$ cat config.mk
export PLATFORM = sky130hd
export DESIGN_NAME = nextpc_unit
export DESIGN_NICKNAME = d
export VERILOG_FILES = /design/src/rtl/npc_pkg.sv /design/src/rtl/npc_decode.sv /design/src/rtl/npc_target.sv /design/src/rtl/npc_pcreg.sv /design/src/rtl/nextpc_unit.sv
export SDC_FILE = /design/constraint.sdc
export NUM_CORES = 1
export LEC_CHECK = 0
export BUFFER_PORTS_ARGS = -buffer_cell sky130_fd_sc_hd__buf_2
export CAP_MARGIN = 20
export CORE_ASPECT_RATIO = 1.2
export CORE_MARGIN = 2
export CORE_UTILIZATION = 33
export CTS_CLUSTER_SIZE = 30
export DETAILED_ROUTE_END_ITERATION = 10
export GPL_TIMING_DRIVEN = 0
export PLACE_DENSITY_LB_ADDON = 0.1
export SLEW_MARGIN = 20
export SYNTH_ARGS = -nofsm -noshare
export SYNTH_HDL_FRONTEND = slang
export SYNTH_SLANG_ARGS = --single-unit
export TNS_END_PERCENT = 30
$ cat constraint.sdc
create_clock -name clk -period 10.6 [get_ports clk]
set_input_delay 0.53 -clock clk [delete_from_list [all_inputs] [get_ports clk]]
set_output_delay 0.53 -clock clk [all_outputs]
set_load 0.02 [all_outputs]
$ cat src/rtl/npc_pkg.sv
package npc_pkg;
   localparam int INSN_W = 32;

   localparam logic [5:0] OP_SPECIAL = 6'd0;
   localparam logic [5:0] OP_BLTZ    = 6'd1;
   localparam logic [5:0] OP_JUMP    = 6'd2;
   localparam logic [5:0] OP_BEQ     = 6'd4;
   localparam logic [5:0] OP_BNE     = 6'd5;
   localparam logic [5:0] FN_JREG    = 6'd8;

   typedef enum logic [1:0] {
      XF_SEQ  = 2'd0,
      XF_BR   = 2'd1,
      XF_JMP  = 2'd2,
      XF_JREG = 2'd3
   } xfer_e;
endpackage

$ cat src/rtl/npc_decode.sv
module npc_decode
   import npc_pkg::*;
#(
   parameter int W            = 32,
   parameter bit STRICT_SIGNB = 1'b1
) (
   input  logic [5:0]   op,
   input  logic [5:0]   fn,
   input  logic [4:0]   rt_fld,
   input  logic [W-1:0] rs_val,
   input  logic [W-1:0] rt_val,
   output xfer_e        kind
);
   logic same;
   logic sign_ok;

   assign same = (rs_val == rt_val);

   generate
      if (STRICT_SIGNB) begin : g_strict
         assign sign_ok = (rt_fld == 5'd0);
      end else begin : g_loose
         logic unused_rt;
         assign unused_rt = ^rt_fld;
         assign sign_ok   = 1'b1;
      end
   endgenerate

   always_comb begin
      kind = XF_SEQ;
      unique case (op)
         OP_SPECIAL: if (fn == FN_JREG)            kind = XF_JREG;
         OP_BLTZ:    if (sign_ok && rs_val[W-1])   kind = XF_BR;
         OP_JUMP:                                  kind = XF_JMP;
         OP_BEQ:     if (same)                     kind = XF_BR;
         OP_BNE:     if (!same)                    kind = XF_BR;
         default:                                  kind = XF_SEQ;
      endcase
   end
endmodule

$ cat src/rtl/npc_target.sv
module npc_target
   import npc_pkg::*;
#(
   parameter int W       = 32,
   parameter int FIELD_W = 26
) (
   input  logic [W-1:0]       pc,
   input  logic [FIELD_W-1:0] tfield,
   input  logic [W-1:0]       rs_val,
   input  xfer_e              kind,
   output logic [W-1:0]       next_pc
);
   localparam int SEG_W = W - FIELD_W - 2;
   localparam int EXT_W = W - 18;

   logic [W-1:0] pc_inc;
   logic [W-1:0] br_dest;
   logic [W-1:0] jmp_dest;
   logic [15:0]  offs;

   assign offs     = tfield[15:0];
   assign pc_inc   = pc + W'(4);
   assign br_dest  = pc_inc + {{EXT_W{offs[15]}}, offs, 2'b00};
   assign jmp_dest = {pc_inc[W-1 -: SEG_W], tfield, 2'b00};

   always_comb begin
      unique case (kind)
         XF_BR:   next_pc = br_dest;
         XF_JMP:  next_pc = jmp_dest;
         XF_JREG: next_pc = rs_val;
         default: next_pc = pc_inc;
      endcase
   end
endmodule

$ cat src/rtl/npc_pcreg.sv
module npc_pcreg #(
   parameter int          W         = 32,
   parameter logic [31:0] RESET_VEC = 32'h0
) (
   input  logic         clk,
   input  logic         rst,
   input  logic         hold,
   input  logic [W-1:0] d,
   output logic [W-1:0] q
);
   always_ff @(posedge clk) begin
      if (rst)        q <= RESET_VEC[W-1:0];
      else if (!hold) q <= d;
   end
endmodule

$ cat src/rtl/nextpc_unit.sv
module nextpc_unit
   import npc_pkg::*;
#(
   parameter int          ADDR_W       = 32,
   parameter logic [31:0] RESET_VEC    = 32'h0000_0000,
   parameter bit          STRICT_SIGNB = 1'b1
) (
   input  logic        clk,
   input  logic        rst,
   input  logic        stall,
   input  logic [31:0] instr,
   input  logic [31:0] rs_val,
   input  logic [31:0] rt_val,
   output logic [31:0] pc,
   output logic        taken
);
   localparam int FIELD_W = 26;

   generate
      if (ADDR_W != INSN_W) begin : g_bad_width
         $error("nextpc_unit: ADDR_W must equal the instruction width");
      end
      if (RESET_VEC[1:0] != 2'b00) begin : g_bad_vec
         $error("nextpc_unit: RESET_VEC must be word aligned");
      end
   endgenerate

   xfer_e       kind;
   logic [31:0] next_pc;

   npc_decode #(.W(ADDR_W), .STRICT_SIGNB(STRICT_SIGNB)) u_dec (
      .op     (instr[31:26]),
      .fn     (instr[5:0]),
      .rt_fld (instr[20:16]),
      .rs_val (rs_val),
      .rt_val (rt_val),
      .kind   (kind)
   );

   npc_target #(.W(ADDR_W), .FIELD_W(FIELD_W)) u_tgt (
      .pc      (pc),
      .tfield  (instr[FIELD_W-1:0]),
      .rs_val  (rs_val),
      .kind    (kind),
      .next_pc (next_pc)
   );

   npc_pcreg #(.W(ADDR_W), .RESET_VEC(RESET_VEC)) u_pc (
      .clk  (clk),
      .rst  (rst),
      .hold (stall),
      .d    (next_pc),
      .q    (pc)
   );

   assign taken = (kind != XF_SEQ);
endmodule

After elaboration in Yosys (flattened, before gate mapping)
Index checks and enable logic that the tools add are counted.
Widths: inputs -> output; s select.
{"block": "word_totals", "regBits": 32}
{"block": "op_classes", "n_addsub": 2, "n_eq_ne": 9, "n_mux": 6, "reduce_logical": 4}
{"operator": "$pmux 32 s3", "n": 1}
{"operator": "$add 32x3->32 const B", "n": 1}
{"operator": "$add 32x32->32", "n": 1}
{"operator": "$eq 32x32->1", "n": 1}
{"operator": "$eq 6x3->1 const B", "n": 2}
{"operator": "$pmux 2 s5", "n": 1}
{"operator": "$eq 6x1->1 const B", "n": 1}
{"operator": "$eq 6x2->1 const B", "n": 1}
{"operator": "$eq 6x4->1 const B", "n": 1}
{"operator": "$logic_not 6->1", "n": 1}
{"operator": "$logic_not 5->1", "n": 1}
{"operator": "$eq 2x2->1 const B", "n": 2}
{"operator": "$mux 1", "n": 3}
{"operator": "$eq 2x1->1 const B", "n": 1}
{"operator": "$mux 2", "n": 1}
{"operator": "$reduce_bool 2->1", "n": 1}
{"operator": "$logic_and 1x1->1", "n": 1}

Depth between registers and ports, before layout
{"block": "logic_depth", "depth_word": 6, "ltp_mapped": 17, "depth_no_buf": 16}

By module
From an unflattened synthesis, not the netlist that was laid out.
{"block": "unflattened", "cells_unflattened": 529, "area_unflattened_um2": 4488.1}
{"mod": "npc_target", "n_inst": 1, "cells_per_inst": 368, "area_each_um2": 2861.5, "seq_area_each_um2": 0.0}
{"mod": "npc_pcreg", "n_inst": 1, "cells_per_inst": 103, "area_each_um2": 1163.6, "seq_area_each_um2": 640.6}
{"mod": "npc_decode", "n_inst": 1, "cells_per_inst": 57, "area_each_um2": 456.7, "seq_area_each_um2": 0.0}
{"mod": "nextpc_unit", "n_inst": 1, "cells_per_inst": 1, "area_each_um2": 6.3, "seq_area_each_um2": 0.0}

Worst setup path before layout
No wires, ideal clock.
{"block": "synth_timing", "path_type": "flip-flop to flip-flop", "from": "register u_pc.q[3]", "to": "register u_pc.q[30]", "arrival_ns": 3.614, "t_required_ns": 10.530, "setup_slack_ns": 6.916, "stages_incl_launch_ff": 16, "path_cell_list": "dfxtp_1 -> ha_1 -> nand4_1 -> nor3_1 -> nand3_1 -> nor2_1 -> nand2_1 -> xnor2_1 -> ha_1 -> clkbuf_1 -> nand4_1 -> or2_2 -> a211oi_1 -> nor3_1 -> or3b_2 -> a21oi_1"}
{"block": "synth_via", "elab_chain_cells": 3}
{"item": "start: declaration", "line": "npc_pcreg.sv:9", "source": "output logic [W-1:0] q"}
{"item": "start signal: assignment", "line": "npc_pcreg.sv:12", "source": "if (rst) q <= RESET_VEC[W-1:0];"}
{"item": "$add 32x3->32 (*)", "line": "npc_target.sv:22", "source": "assign pc_inc = pc + W'(4);"}
{"item": "$add 32x32->32", "line": "npc_target.sv:23", "source": "assign br_dest = pc_inc + {{EXT_W{offs[15]}}, offs, 2'b00};"}
{"item": "$pmux 32 s3 (*)", "line": "npc_target.sv:27", "source": "unique case (kind)"}
Mark *: on every way between the ends. The rest lies on a longest branch, timed or not.
A chain may end at the register's enable or synchronous reset.

Final worst setup path
Same ends and word-level chain as after synthesis.

==> qor.yml <==
avgViaCountPerCell: 6.06
clock_sink_count: 32
post-layout-total-power_mw: 0.465
worstHoldPathType: "register to register"
fillerInstances: 1447
final_cells: 941
postSynth.asyncResetShare_pct: 0
wire_per_inst_um: 22.7
part_of_the_cycle_the_worst_path_needs_pct: 47.7
h-tree-depth: 2
worst_setup_hold_path_clk_slew_ps: 60
timing.critical_path.fanout_max: 10
fin_nets: 902
cts_max_path_buffers: 2
largest_register: "u_pc.q"
synth.distinct_cells: 66
dpl.cell_count: 932
count_of_cells_resized_by_post_cts_repair: 0
final.setup_skew_ps: 8.91
worst-path-buf-inv: 1
core_region_area_um2: 13600
static-leakage-power_nw: 2.39
first_pass_grt_wire_length_um: 32000
timing_worst_setup_path_type: "register to register"
yosys_most_used_dff: "dfxtp_1"
gp_congestion: 0.950
timing.hold.ws_ps: 484
setup-violations-final: 0
crit_family: "simple AND/OR/NAND/NOR gates"
post_cts_buffers: 0
postSynthRegisterBits: 32
report.final.slew_viol_count: 0
insertion_delay_ps: 290
worst_ep_arrival_time_ps: 5270
fp-row-count: 47
globalRoute.totalOverflow: 0
syn_avg_cell_area_um2: 7.23
worstSetupStartpointType: "register"
setup-tns-final_ps: 0
period_needed_ps: 5060
report.final.hold_viol_count: 0
tritoncts: "done"
layout-drive-gt1-share_pct: 20.4
top_library_cells_by_usage_in_the_layout_fill_and_taps_aside: "buf_2, nand2_1, nor2_1"
synth-edff-count: 0
grt.total_usage_pct: 28.2
pin_count_of_the_biggest_net_entering_global_routing: 22
grt_pass1_vias: 5555
route.antenna.remaining_nets: 0
largest_register_ff_count: 32
floorplan.io_pins: 132
dieArea_um2: 14800
first_pass_iters: 5
place_hpwl_um: 16900
remaining_drc_errors: 0
maxClockFrequency_mhz: 198
status: "finished clean"
postCtsHoldBufs: 0
grt_setup_unrepaired: "false"
io_buffers: 130
die-height_um: 133
initial_core_util_pct: 33.4
fp.dieW_um: 111
synth_cells: 631
timing.slew.headroom_pct: 37.7
antenna_violations_before_repair: 1
worst_ir_drop_vdd_mv: 0.0614
final.setup.worst_slack_ps: 5540
cp.required_ps: 10820
syn_nets: 765
power.density_cell_area_nw_per_um2: 82.7
clockRootBuffer: "clkbuf_16"
routed-via-count: 5702
ys.warnings.count: 0
reg.largest.list: "u_pc.q: 32 flops"
wl_um: 21400
preCtsSetupSlack_ps: 5730
slowest_delay_ps: 680
drv_cap: 0
crit_slowest_cell: "nor3_1"
worst_slew_pin_slew_ps: 926
seq_area_frac_synth_pct: 14.0
area.growth.synth_to_final_pct: 23.1
detailedRoute.firstIterationViolations: 515
post_synth_instance_area_um2: 4560
critical_path.cell_chain: "ha_1 -> nand4_1 -> nor3_1 -> nand3_1 -> nor2_1 -> nand2_1 -> xnor2_1 -> ha_1 -> clkbuf_1 -> nand4_1 -> or2_2 -> a211oi_1 -> nor3_1 -> or3b_2 -> a21oi_1"
worst_setup_path_end_kind: "register"
final_common_cell: "buf_2"
numCtsBuffers: 5
## where the power goes
part / internal, mW / leakage [nW] / switching [mW]
Combinational: 0.0570 / 2.04 / 0.0894
Clock: 0.124 / 0.0901 / 0.0641
Sequential: 0.124 / 0.260 / 0.00616
## through the flow
stage | cell area [um^2] | util (%)
final | 5620 | 41.2
after CTS | 5620 | 41.2
after global routing | 5620 | 41.2
after floorplan | 4560 | -
after global placement | 5430 | 39.8
after detailed placement | 5430 | 39.8
## tightest hold or removal path, stage by stage (launching register included)
cell     delay, ps
dfxtp_1        310
o21ai_0         60
a21oi_1         60
## cell type report
| type | count | area, um^2 | area share [%] |
|---|---|---|---|
| antenna | 1 | 2.50 | 0.0445 |
| buffer | 31 | 121 | 2.16 |
| clock buffer | 7 | 153 | 2.72 |
| clock inverter | 1 | 30.0 | 0.535 |
| inverter | 17 | 63.8 | 1.14 |
| multi-input combinational | 551 | 3740 | 66.6 |
| sequential | 32 | 641 | 11.4 |
| tap | 171 | 214 | 3.81 |
| timing repair buffer | 130 | 651 | 11.6 |
## cells in the mapped netlist (17+ instances only)
| cell | count | area share [%] |
|---|---|---|
| o21ai_0 | 37 | 4.1 |
| nand2_1 | 64 | 5.3 |
| ha_1 | 34 | 9.3 |
| nand3_1 | 20 | 2.2 |
| dfxtp_1 | 32 | 14 |
| nand2b_1 | 17 | 2.3 |
| xor2_1 | 50 | 9.6 |
| clkbuf_1 | 26 | 2.1 |
| xnor2_1 | 31 | 6.0 |
| nor2_1 | 55 | 4.5 |
| a21oi_1 | 43 | 4.7 |
| inv_1 | 17 | 1.4 |
## cell families after synthesis
logic type | Yosys count | share of synthesized area, %
muxes | 4 | 0.905
buffers and inverters | 48 | 4.06
DFF | 32 | 14.0
adders and majority gates | 35 | 9.76
and+or+nand+nor | 235 | 25.9
xor gates and xnor gates | 81 | 15.5
AOI/OAI and AO/OA | 196 | 29.8
## final timing paths
path                              endpoint  cells after the start       from  slack [ps]
worst max-delay path            u_pc.q[30]                     15  u_pc.q[3]        5540
worst min-delay path             u_pc.q[0]                      2  u_pc.q[0]         480
worst max register to register  u_pc.q[30]                     15  u_pc.q[3]        5540
worst min register to register   u_pc.q[0]                      2  u_pc.q[0]         480
## per-layer routing
metal  routed length [um]  up-vias  track usage (%)  share of wire (%)
met5                    0        -                0                  0
met3                 1680       59             5.41                7.8
met1                 8410     2687             34.3                 39
met2                10200      295             47.0                 48
li1                     -     2661                -                  -
met4                 1060        0             14.7                4.9
Power figures use the tool's default switching activity.
